==> src/rtl/mdio_frame_ctrl.sv <==
module mdio_frame_ctrl #(
  parameter int DIVW    = 8,
  parameter int PRE_LEN = 32
) (
  input  logic            clk,
  input  logic            rst_n,
  input  logic [DIVW-1:0] mdc_div,
  input  logic            wr_en,
  input  logic [31:0]     wr_data,
  output logic [31:0]     rd_data,
  output logic            busy,
  output logic            irq,
  output logic            mdc,
  input  logic            mdio_i,
  output logic            mdio_o,
  output logic            mdio_oe
);
  localparam int FRAME_LEN = 32;
  localparam int TOTAL     = PRE_LEN + FRAME_LEN;
  localparam int BW        = $clog2(TOTAL);
  localparam int DATA_POS  = 16;

  logic [31:0]     frame_q;
  logic            busy_q, irq_q, mdc_q, smp_q, rd_q;
  logic [DIVW-1:0] div_q, cnt_q;
  logic [BW-1:0]   bit_q;

  logic [DIVW-1:0] div_eff;
  logic [DIVW:0]   lo_len;
  logic            in_pre, rise, fall, cap;
  logic [BW-1:0]   dat_idx;

  assign div_eff = (mdc_div < DIVW'(2)) ? DIVW'(2) : mdc_div;
  assign lo_len  = ({1'b0, div_q} + 1'b1) >> 1;
  assign in_pre  = bit_q < BW'(PRE_LEN);
  assign dat_idx = bit_q - BW'(PRE_LEN);
  assign rise    = busy_q && !mdc_q && ({1'b0, cnt_q} == lo_len - 1'b1);
  assign fall    = busy_q && ({1'b0, cnt_q} == {1'b0, div_q} - 1'b1);
  assign cap     = rd_q && !in_pre && (dat_idx >= BW'(DATA_POS));

  always_ff @(posedge clk or negedge rst_n) begin
    if (!rst_n) begin
      frame_q <= '0;
      busy_q  <= 1'b0;
      irq_q   <= 1'b0;
      mdc_q   <= 1'b0;
      smp_q   <= 1'b0;
      rd_q    <= 1'b0;
      div_q   <= DIVW'(2);
      cnt_q   <= '0;
      bit_q   <= '0;
    end else begin
      irq_q <= 1'b0;
      if (busy_q) begin
        if (rise) begin
          mdc_q <= 1'b1;
          smp_q <= mdio_i;
        end
        if (fall) begin
          mdc_q <= 1'b0;
          cnt_q <= '0;
          if (!in_pre)
            frame_q <= {frame_q[30:0], cap ? smp_q : frame_q[31]};
          if (bit_q == BW'(TOTAL - 1)) begin
            busy_q <= 1'b0;
            irq_q  <= 1'b1;
            bit_q  <= '0;
          end else begin
            bit_q <= bit_q + 1'b1;
          end
        end else begin
          cnt_q <= cnt_q + 1'b1;
        end
      end
      if (wr_en) begin
        frame_q <= wr_data;
        if (!busy_q) begin
          busy_q <= 1'b1;
          cnt_q  <= '0;
          bit_q  <= '0;
          mdc_q  <= 1'b0;
          div_q  <= div_eff;
          rd_q   <= wr_data[29];
        end
      end
    end
  end

  assign rd_data = frame_q;
  assign busy    = busy_q;
  assign irq     = irq_q;
  assign mdc     = mdc_q;
  assign mdio_o  = (!busy_q || in_pre) ? 1'b1 : frame_q[31];
  assign mdio_oe = !(busy_q && rd_q && !in_pre && (dat_idx >= BW'(DATA_POS - 1)));

  AST_IRQ_PULSE: assert property (@(posedge clk) disable iff (!rst_n)
    irq |=> !irq);
  AST_IRQ_ENDS_BUSY: assert property (@(posedge clk) disable iff (!rst_n)
    irq |-> (!busy && $past(busy)));
  AST_START_LOAD: assert property (@(posedge clk) disable iff (!rst_n)
    (wr_en && !busy) |=> (busy && rd_data == $past(wr_data)));
  AST_MDC_IDLE_LOW: assert property (@(posedge clk) disable iff (!rst_n)
    !busy |-> (!mdc && mdio_oe && mdio_o));
  AST_MDIO_ON_FALL: assert property (@(posedge clk) disable iff (!rst_n)
    (busy && $past(busy) && !$past(wr_en) && !$fell(mdc)) |-> $stable(mdio_o));
  AST_RELEASE_BUSY: assert property (@(posedge clk) disable iff (!rst_n)
    !mdio_oe |-> busy);
endmodule

==> config.mk <==
export PLATFORM = sky130hd
export DESIGN_NAME = mdio_frame_ctrl
export DESIGN_NICKNAME = d
export VERILOG_FILES = /design/src/rtl/mdio_frame_ctrl.sv
export SDC_FILE = /design/constraint.sdc
export NUM_CORES = 1
export LEC_CHECK = 0
export BUFFER_PORTS_ARGS = -buffer_cell sky130_fd_sc_hd__buf_2
export CAP_MARGIN = 10
export CORE_MARGIN = 2
export CORE_UTILIZATION = 40
export CTS_CLUSTER_DIAMETER = 50
export DETAILED_ROUTE_END_ITERATION = 10
export PLACE_DENSITY = 0.62
export SLEW_MARGIN = 40
export SYNTH_ARGS = -nofsm -noshare
export SYNTH_HDL_FRONTEND = slang
export SYNTH_SLANG_ARGS = --single-unit
==> constraint.sdc <==
create_clock -name clk -period 6.9 [get_ports clk]
set_clock_uncertainty 0.1 [all_clocks]
set_input_delay 0.345 -clock clk [delete_from_list [all_inputs] [get_ports clk]]
set_output_delay 0.345 -clock clk [all_outputs]
set_load 0.05 [all_outputs]
==> impl_metrics.csv, run 1 <==
group,metric,value,unit
status,status,"complete, no violations",
cells_and_area,final_cell_mix,"buf_2 (79), nand2_1 (71), dfrtp_1 (58)",
critical_path,path_buf_inv,1,
power,ir_drop,0.132,mV
power,total_power,1260,uW
clock_tree,cts_made_buffers,9,
cells_and_area,area_growth,16.6,%
clock_tree,clock_path_buffers,2,
route,route.detailed.drc,0,
clock_tree,root_buffer,"clkbuf_8",
sta,hold_viol,0,
synthesis,ys_seq_area_frac,0.417,
clock_tree,post-cts-setup-buffer-count,0,
flow_run,max-cap-violations,0,
grt,grt_start_max_net_pins,68,
clock_tree,ctsHoldBuffers,0,
cells_and_area,antenna_cells,0,
floorplanning,row_count,34,
synthesis,synth_edf_count,0,
synthesis,synthArstFlopShare,1.00,
floorplanning,io_pins,81,
floorplanning,coreArea,8680,um2
sta,fmax,0.320,GHz
critical_path,cp-end-kind,"flop",
synthesis,yosysUniqueCellTypes,59,
grt,track_usage,0.177,
synthesis,syn_inst,375,
grt,grt_pass1_wl,13900,um
clock_tree,clock_sinks,59,
floorplanning,die_h,98.2,um
synthesis,syn_nets,424,
route,first_pass_iters,4,
placement,gp_congestion,0.868,
grt,antenna_found_initial,0,
sta,rsz0062_at_grt,"no",
sta,finalSetupViolations,0,
synthesis,syn-cell-area,3550,um2
synthesis,synth.area.top_cells,"dfrtp_1 (41%), mux2i_1 (9.0%), nand2_1 (7.5%), xnor2_1 (6.9%), o21ai_1 (4.5%)",
clock_tree,cts_max_level,3,
critical_path,slowest_delay,0.68,ns
sta,slew_violations,0,
placement,portBuffers,80,
cells_and_area,final_common_cell,"buf_2",
critical_path,worstPathCellList,"inv_1 -> ha_1 -> xnor2_1 -> nor3_1 -> o2111ai_2 -> nor3_2 -> mux2_1 -> a22o_1",
route,wl,8100,um
synthesis,ys.flop_type,"dfrtp_1",
synthesis,ys_seq_elements,59,
synthesis,yosys.area.top_type,"dfrtp_1",
critical_path,critical_path_class,"flop to flop",
sta,worstMarginPinSlew,0.787,ns
placement,hpwl,5770,um
sta,finalSetupTns,0,ns
route,ant_nets,0,
grt,grt-ovfl-total,0,
placement,detailed_place.area,3910,um2
floorplanning,start_util,0.409,
floorplanning,dieArea,9640,um2
cells_and_area,drive_gt1_frac,0.249,
route,first_iter_violations,84,
clock_tree,cts_tree,"built",
floorplanning,die_w,98.2,um
worst_hold_path,hp-class,"input port to flop",
sta,max_slew_margin,0.473,
power,p_leak,0.00183,uW
synthesis,synth_top_area_frac,0.409,
critical_path,startpoint_type,"flop",
critical_path,crit_family,"simple AND/OR/NAND/NOR gates",
clock_tree,clk_pin_slew_worst_paths,0.06,ns
power,power.density,304,nW/um2
critical_path,path_max_fanout,13,
cells_and_area,num-nets-final,491,
critical_path,cp.arrival,3.24,ns
route,wl_per_cell,14.6,um
critical_path,worstPathRequired,7.01,ns
clock_tree,cts_resized,0,
synthesis,avgSynthCellArea,9.46,um2
route,viasPerCell,5.26,
sta,finalCriticalPeriod,3.12,ns
cells_and_area,design_area,4140,um2
sta,finalCritPeriodShare,0.453,
grt,grt_pass1_vias,2921,
route,via_count,2915,
synthesis,yosys_warnings,0,
critical_path,slowest_stage,"nor3_2",
clock_tree,insertion_delay,0.33,ns
## stage by stage
stage                     utilization  cells  hold slack [ns]  worst slack, ns
final                           0.477    554            0.124             3.78
after global routing            0.477    554            0.119             3.54
after CTS                       0.473    552           0.0787             3.77
after detailed placement        0.451    537            0.379             3.79
after global placement          0.450    537            0.364             3.88
after floorplan                     -    375          -0.0506             4.14
## final timing paths
kind	end	slack, ns	from	cells after the start
setup / recovery	bit_q[3]$_DFF_PN0_	3.78	div_q[1]$_DFFE_PN1P_	8
hold / removal	rd_data[17]$_DFFE_PN0P_	0.12	wr_data[17]	3
setup reg to reg	bit_q[3]$_DFF_PN0_	3.78	div_q[1]$_DFFE_PN1P_	8
hold reg to reg	smp_q$_DFFE_PN0P_	0.39	smp_q$_DFFE_PN0P_	1
max in group asynchronous	div_q[1]$_DFFE_PN1P_	5.66	rst_n	4
min in group asynchronous	rd_data[15]$_DFFE_PN0P_	0.47	rst_n	3
## synthesized netlist by cell type, types with 2 or more instances
master,n
nor2_1,15
inv_1,6
ha_1,5
clkbuf_1,7
nor2b_1,2
o21ai_1,32
nor3_1,7
nor4_1,2
dlygate4sd1_1,2
nand3_1,14
nand4_1,2
mux2i_1,32
nor3_2,2
a211oi_1,2
mux2_2,2
xor2_1,9
dlygate4sd3_1,4
and4_1,2
and3_1,3
mux2_1,3
a21oi_1,5
nand2_1,71
a22o_1,6
a31oi_1,2
or2_2,2
o211ai_1,2
buf_4,3
buf_2,7
buf_6,4
dfrtp_1,58
o21ai_0,5
a31o_2,2
nand4b_1,2
xnor2_1,28
## worst register-to-register path, delay by kind of cell (launching register included)
| kind | cells | cell delay (ns) |
|---|---|---|
| AO/OA/AOI/OAI | 2 | 0.38 |
| XOR/XNOR | 1 | 0.15 |
| adder cells (fa/ha/maj) | 1 | 0.35 |
| buffers and inverters | 1 | 0.08 |
| flip-flops | 1 | 0.61 |
| multiplexers | 1 | 0.38 |
| AND/OR/NAND/NOR | 2 | 0.95 |
## layer usage
metal,vias up,wire [um],share of wire,global-route usage
met2,75,3820,0.47,0.286
met1,1384,3690,0.46,0.230
met5,-,0,0,0
met3,12,431,0.053,0.0415
met4,0,160,0.020,0.0717
li1,1444,-,-,-
## cells by family after synthesis
logic type,count (synthesis),synth area share
compound gates,71,0.132
xor+xnor,37,0.0914
buf+inv,34,0.0600
simple gates,132,0.176
mux,37,0.106
flops,59,0.417
fa+ha+maj,5,0.0176
## cell type report
cell class / count / area, um2
Multi-Input combinational cell: 282 / 1860
Clock buffer: 13 / 159
Inverter: 6 / 22.5
Tap cell: 108 / 135
Sequential cell: 59 / 1480
Timing Repair Buffer: 84 / 448
Fill cell: 849 / 4540
Clock inverter: 2 / 35.0
## registers in the layout, summed over array words and instances (netlist names)
register / count
bit_q: 6
busy: 1
cnt_q: 8
div_q: 8
irq: 1
mdc: 1
rd_data: 32
rd_q: 1
smp_q: 1
## power breakdown
part,switching (uW),internal (uW)
clock,127,184
sequential,96.5,406
combinational,251,193
No activity file was read; power rests on OpenSTA's default activity.
==> run 2, diff against run 1 <==
Clock period 6.9 ns to 2.9 ns, I/O delays scaled along.
==> run 2 against run 1 <==
  * Wire length rose by 12%
  * Worst hold slack improved by 0.071 ns
  * Sequential share of layout area fell by 3.8 points
  * Flip-flop and latch count did not move
  * Non-clock buffer count rose by 50
  * Final cell count rose by 9.4%
  * Fmax rose by 12%
  * Largest cell class unchanged
  * Die area did not move
  * Register-to-register slack got worse by 3.7 ns
==> impl_metrics.csv, run 2 (synthesized netlist as in run 1, its figures left out) <==
group,metric,value,unit
floorplanning,die_w,98.2,um
cells_and_area,final_cell_mix,"buf_2 (80), nand2_1 (71), dfrtp_1 (58)",
route,wl_per_cell,14.9,um
critical_path,startpoint_type,"flop",
worst_hold_path,hp-class,"input port to flop",
floorplanning,dieArea,9640,um2
clock_tree,cts_made_buffers,9,
sta,rsz0062_at_grt,"yes",
sta,finalCritPeriodShare,0.963,
sta,fmax,0.358,GHz
floorplanning,io_pins,81,
critical_path,path_max_fanout,8,
critical_path,worstPathRequired,3.02,ns
grt,track_usage,0.198,
power,p_leak,0.00204,uW
route,ant_nets,0,
grt,grt_pass1_vias,3185,
route,first_pass_iters,4,
route,route.detailed.drc,0,
sta,worstMarginPinSlew,0.742,ns
route,first_iter_violations,144,
clock_tree,clock_sinks,59,
grt,grt_pass1_wl,15500,um
cells_and_area,largest_register_ffs,32,
flow_run,max-cap-violations,0,
sta,finalSetupTns,0,ns
route,viasPerCell,5.10,
power,ir_drop,0.310,mV
grt,antenna_found_initial,1,
cells_and_area,utilization,0.534,
clock_tree,root_buffer,"clkbuf_8",
placement,hpwl,6080,um
route,wl_met2,4320,um
floorplanning,die_h,98.2,um
sta,finalSetupViolations,0,
route,met1Wirelength,4110,um
route,wl,9040,um
route,highest_layer,"met4",
critical_path,cp.arrival,2.91,ns
sta,hold_viol,0,
clock_tree,cts_max_level,3,
route,via_count,3088,
grt,grt_start_max_net_pins,65,
clock_tree,cts_tree,"built",
cells_and_area,final_common_cell,"buf_2",
status,status,"complete, no violations",
clock_tree,insertion_delay,0.34,ns
clock_tree,clk_pin_slew_worst_paths,0.07,ns
placement,gp_congestion,0.882,
sta,slew_violations,0,
power,power.density,664,nW/um2
critical_path,cp-end-kind,"flop",
floorplanning,coreArea,8680,um2
grt,grt-ovfl-total,0,
route,routed-wl-met3,443,um
sta,finalCriticalPeriod,2.79,ns
critical_path,critical_path_class,"flop to flop",
sta,max_slew_margin,0.503,
floorplanning,row_count,34,
cells_and_area,num-nets-final,541,
cells_and_area,drive_gt1_frac,0.247,
clock_tree,clock_path_buffers,2,
cells_and_area,area_growth,30.6,%
placement,portBuffers,80,
floorplanning,start_util,0.409,
==> run 2: cell types whose count changed in the layout (fill, tap and decap cells not counted), sizes merged <==
cell	delta
dlygate4sd3	+41
clkinvlp	+1
buf	+9
clkinv	+2
clkbuf	-2
diode	+1
==> run 2: worst paths after layout <==
kind                                 startpoint                       to  slack [ns]  depth (start not counted)
max                        div_q[1]$_DFFE_PN1P_        smp_q$_DFFE_PN0P_        0.11                         10
min                                       wr_en           busy$_DFF_PN0_        0.19                          3
max reg2reg                div_q[1]$_DFFE_PN1P_        smp_q$_DFFE_PN0P_        0.11                         10
min reg2reg                div_q[1]$_DFFE_PN1P_     div_q[1]$_DFFE_PN1P_        0.39                          2
max in group asynchronous                 rst_n     div_q[1]$_DFFE_PN1P_        2.00                          3
min in group asynchronous                 rst_n  rd_data[15]$_DFFE_PN0P_        0.32                          3
==> run 2: worst max-delay path, stage by stage, from the launching register on <==
cell      delay [ns]
dfstp_2         0.53
buf_4           0.15
ha_2            0.22
xnor2_1         0.14
ha_2            0.26
nand3_1         0.15
o21ai_1         0.16
xnor2_1         0.11
nor4_1          0.27
o2111a_1        0.26
mux2_1          0.33
==> run 2: layout make-up <==
type	instances	area [um2]
Antenna cell	1	2.50
Clock buffer	11	141
Clock inverter	5	52.6
Fill cell	811	4050
Inverter	6	22.5
Multi-Input combinational cell	282	1860
Sequential cell	59	1480
Tap cell	108	135
Timing Repair Buffer	134	940
==> run 2: through the flow <==
step / instances / hold WS, ns / power [uW] / cell area (um2) / setup slack [ns]
after CTS: 604 / 0.180 / 3090 / 4610 / 0.0305
after global routing: 606 / 0.223 / 3280 / 4630 / -0.0417
after floorplan: 375 / -0.251 / 2040 / 3550 / 0.144
after detailed placement: 546 / 0.248 / 2290 / 4000 / -0.00623
final: 606 / 0.194 / 3080 / 4630 / 0.108
after global placement: 546 / 0.250 / 2260 / 4000 / 0.190
==> run 2: where the power goes <==
group          internal, uW  leakage, uW  switching (uW)  total [uW]
clock                   416    0.0000991             330         746
combinational           510      0.00123             632        1140
sequential              966     0.000712             222        1190
total                  1890      0.00204            1180        3080
==> run 2: layer usage <==
layer  vias up  GRT usage
met5         -          0
met4         0     0.0727
met3        16     0.0565
met2        73      0.308
met1      1464      0.264
li1       1535          -
==> run 2: what timing repair did <==
item                                    in CTS  in global routing
setup buffers                                0                  1
hold buffers                                42                  0
pin swaps                                    0                  3
gates resized for setup                      1                  2
endpoints found under the hold margin      100                  0
endpoints found under the setup margin       1                 16
==> run 3, diff against run 2 <==
Clock period 2.9 ns to 3.3 ns, I/O delays scaled along.
==> run 3 against run 2 <==
  * Die area did not move
  * Sequential share of layout area rose by 0.50 points
  * Largest cell class unchanged
  * Critical path type unchanged
  * Worst hold slack got worse by 0.0032 ns
  * Core utilization fell by 0.82 points
  * Global-route usage fell by 0.72 points
==> impl_metrics.csv, run 3 (synthesized netlist as in run 1, its figures left out) <==
group,metric,value,unit
status,status,"complete, no violations",
clock_tree,cts_max_level,3,
sta,slew_violations,0,
sta,worst_hold_slack,0.191,ns
power,power.density,585,nW/um2
grt,grt-busiest-layer,"met2",
critical_path,worstPathRequired,3.42,ns
route,ant_nets,0,
floorplanning,start_util,0.409,
clock_tree,cts_made_buffers,9,
sta,finalSetupTns,0,ns
route,via_count,3069,
power,total_power,2670,uW
clock_tree,cts_tree,"built",
critical_path,cp-end-kind,"flop",
sta,finalCritPeriodShare,0.908,
clock_tree,clock_sinks,59,
grt,grt_pass1_vias,3081,
route,first_pass_iters,4,
sta,max_slew_margin,0.466,
floorplanning,die_w,98.2,um
floorplanning,dieArea,9640,um2
floorplanning,die_h,98.2,um
cells_and_area,drive_gt1_frac,0.235,
critical_path,critical_path_class,"flop to flop",
route,route.detailed.drc,0,
route,wl,8710,um
placement,gp_congestion,0.841,
grt,grt_use_met1,0.258,
clock_tree,cts_resized,0,
sta,hold_viol,0,
clock_tree,clk_pin_slew_worst_paths,0.07,ns
grt,grt_start_max_net_pins,66,
sta,worstMarginPinSlew,0.799,ns
cells_and_area,antenna_cells,0,
cells_and_area,design_area,4560,um2
grt,grt_pass1_wl,14900,um
placement,portBuffers,80,
placement,hpwl,5900,um
critical_path,startpoint_type,"flop",
cells_and_area,utilization,0.526,
power,p_leak,0.00201,uW
grt,grt-ovfl-total,0,
floorplanning,coreArea,8680,um2
worst_hold_path,hp-class,"input port to asynchronous set/reset pin",
route,wl_per_cell,14.6,um
cells_and_area,final_common_cell,"buf_2",
cells_and_area,area_growth,28.6,%
grt,grt_use_met2,0.298,
clock_tree,clock_path_buffers,2,
grt,met3_usage,0.0429,
cells_and_area,num-nets-final,534,
clock_tree,root_buffer,"clkbuf_8",
route,viasPerCell,5.13,
grt,track_usage,0.191,
critical_path,path_max_fanout,9,
cells_and_area,final_cell_mix,"buf_2 (79), nand2_1 (71), dfrtp_1 (58)",
flow_run,max-cap-violations,0,
power,ir_drop,0.366,mV
route,first_iter_violations,203,
cells_and_area,largest_register_ffs,32,
sta,finalCriticalPeriod,3.00,ns
clock_tree,insertion_delay,0.34,ns
sta,fmax,0.334,GHz
critical_path,cp.arrival,3.12,ns
grt,antenna_found_initial,0,
placement,detailed_place.area,3950,um2
floorplanning,io_pins,81,
floorplanning,row_count,34,
sta,rsz0062_at_grt,"no",
sta,finalSetupViolations,0,
==> run 3: timing repair <==
action                    in CTS  in global routing
buffers inserted               0                  0
hold buffers                  42                  0
hold endpoints to repair      73                  0
==> run 3: cell type report <==
| class | count | area (um2) |
|---|---|---|
| repair buffers | 127 | 873 |
| multi-input cells | 282 | 1860 |
| well taps | 108 | 135 |
| flip-flops and latches | 59 | 1480 |
| inverters | 6 | 22.5 |
| clock buffers | 11 | 141 |
| clock inverters | 5 | 52.6 |
| fillers | 853 | 4120 |
==> run 3: power by group <==
group / total, uW / internal, uW / switching (uW)
sequential: 1050 / 849 / 197
combinational: 969 / 438 / 532
clock: 655 / 365 / 290
==> run 3: final timing paths <==
check	startpoint	endpoint	slack (ns)	cells after the start
max	div_q[1]$_DFFE_PN1P_	smp_q$_DFFE_PN0P_	0.30	9
max reg2reg	div_q[1]$_DFFE_PN1P_	smp_q$_DFFE_PN0P_	0.30	9
min	rst_n	rd_data[15]$_DFFE_PN0P_	0.19	2
max in group asynchronous	rst_n	rd_data[1]$_DFFE_PN0P_	2.18	3
min in group clk	wr_en	busy$_DFF_PN0_	0.19	3
min reg2reg	rd_q$_DFFE_PN0P_	rd_q$_DFFE_PN0P_	0.43	2
==> run 3: metrics by stage <==
stage / setup WS [ns] / std cells
floorplan: 0.544 / 375
global placement: 0.438 / 540
detailed placement: 0.307 / 540
CTS: 0.292 / 598
global route: 0.107 / 598
finish: 0.304 / 598
==> run 3: routing by layer <==
layer / routed length [um] / vias up
li1: - / 1524
met3: 374 / 20
met5: 0 / -
met2: 4110 / 73
met4: 187 / 0
met1: 4030 / 1452
==> run 3: worst max-delay path: stages (launching register included) <==
cell and delay, ns:
dfstp_2 0.61, ha_1 0.39, xnor2_1 0.17, ha_1 0.27
o21ai_0 0.10, o21ai_0 0.22, xnor2_1 0.10, nor4_1 0.32
o2111a_1 0.28, mux2_1 0.33
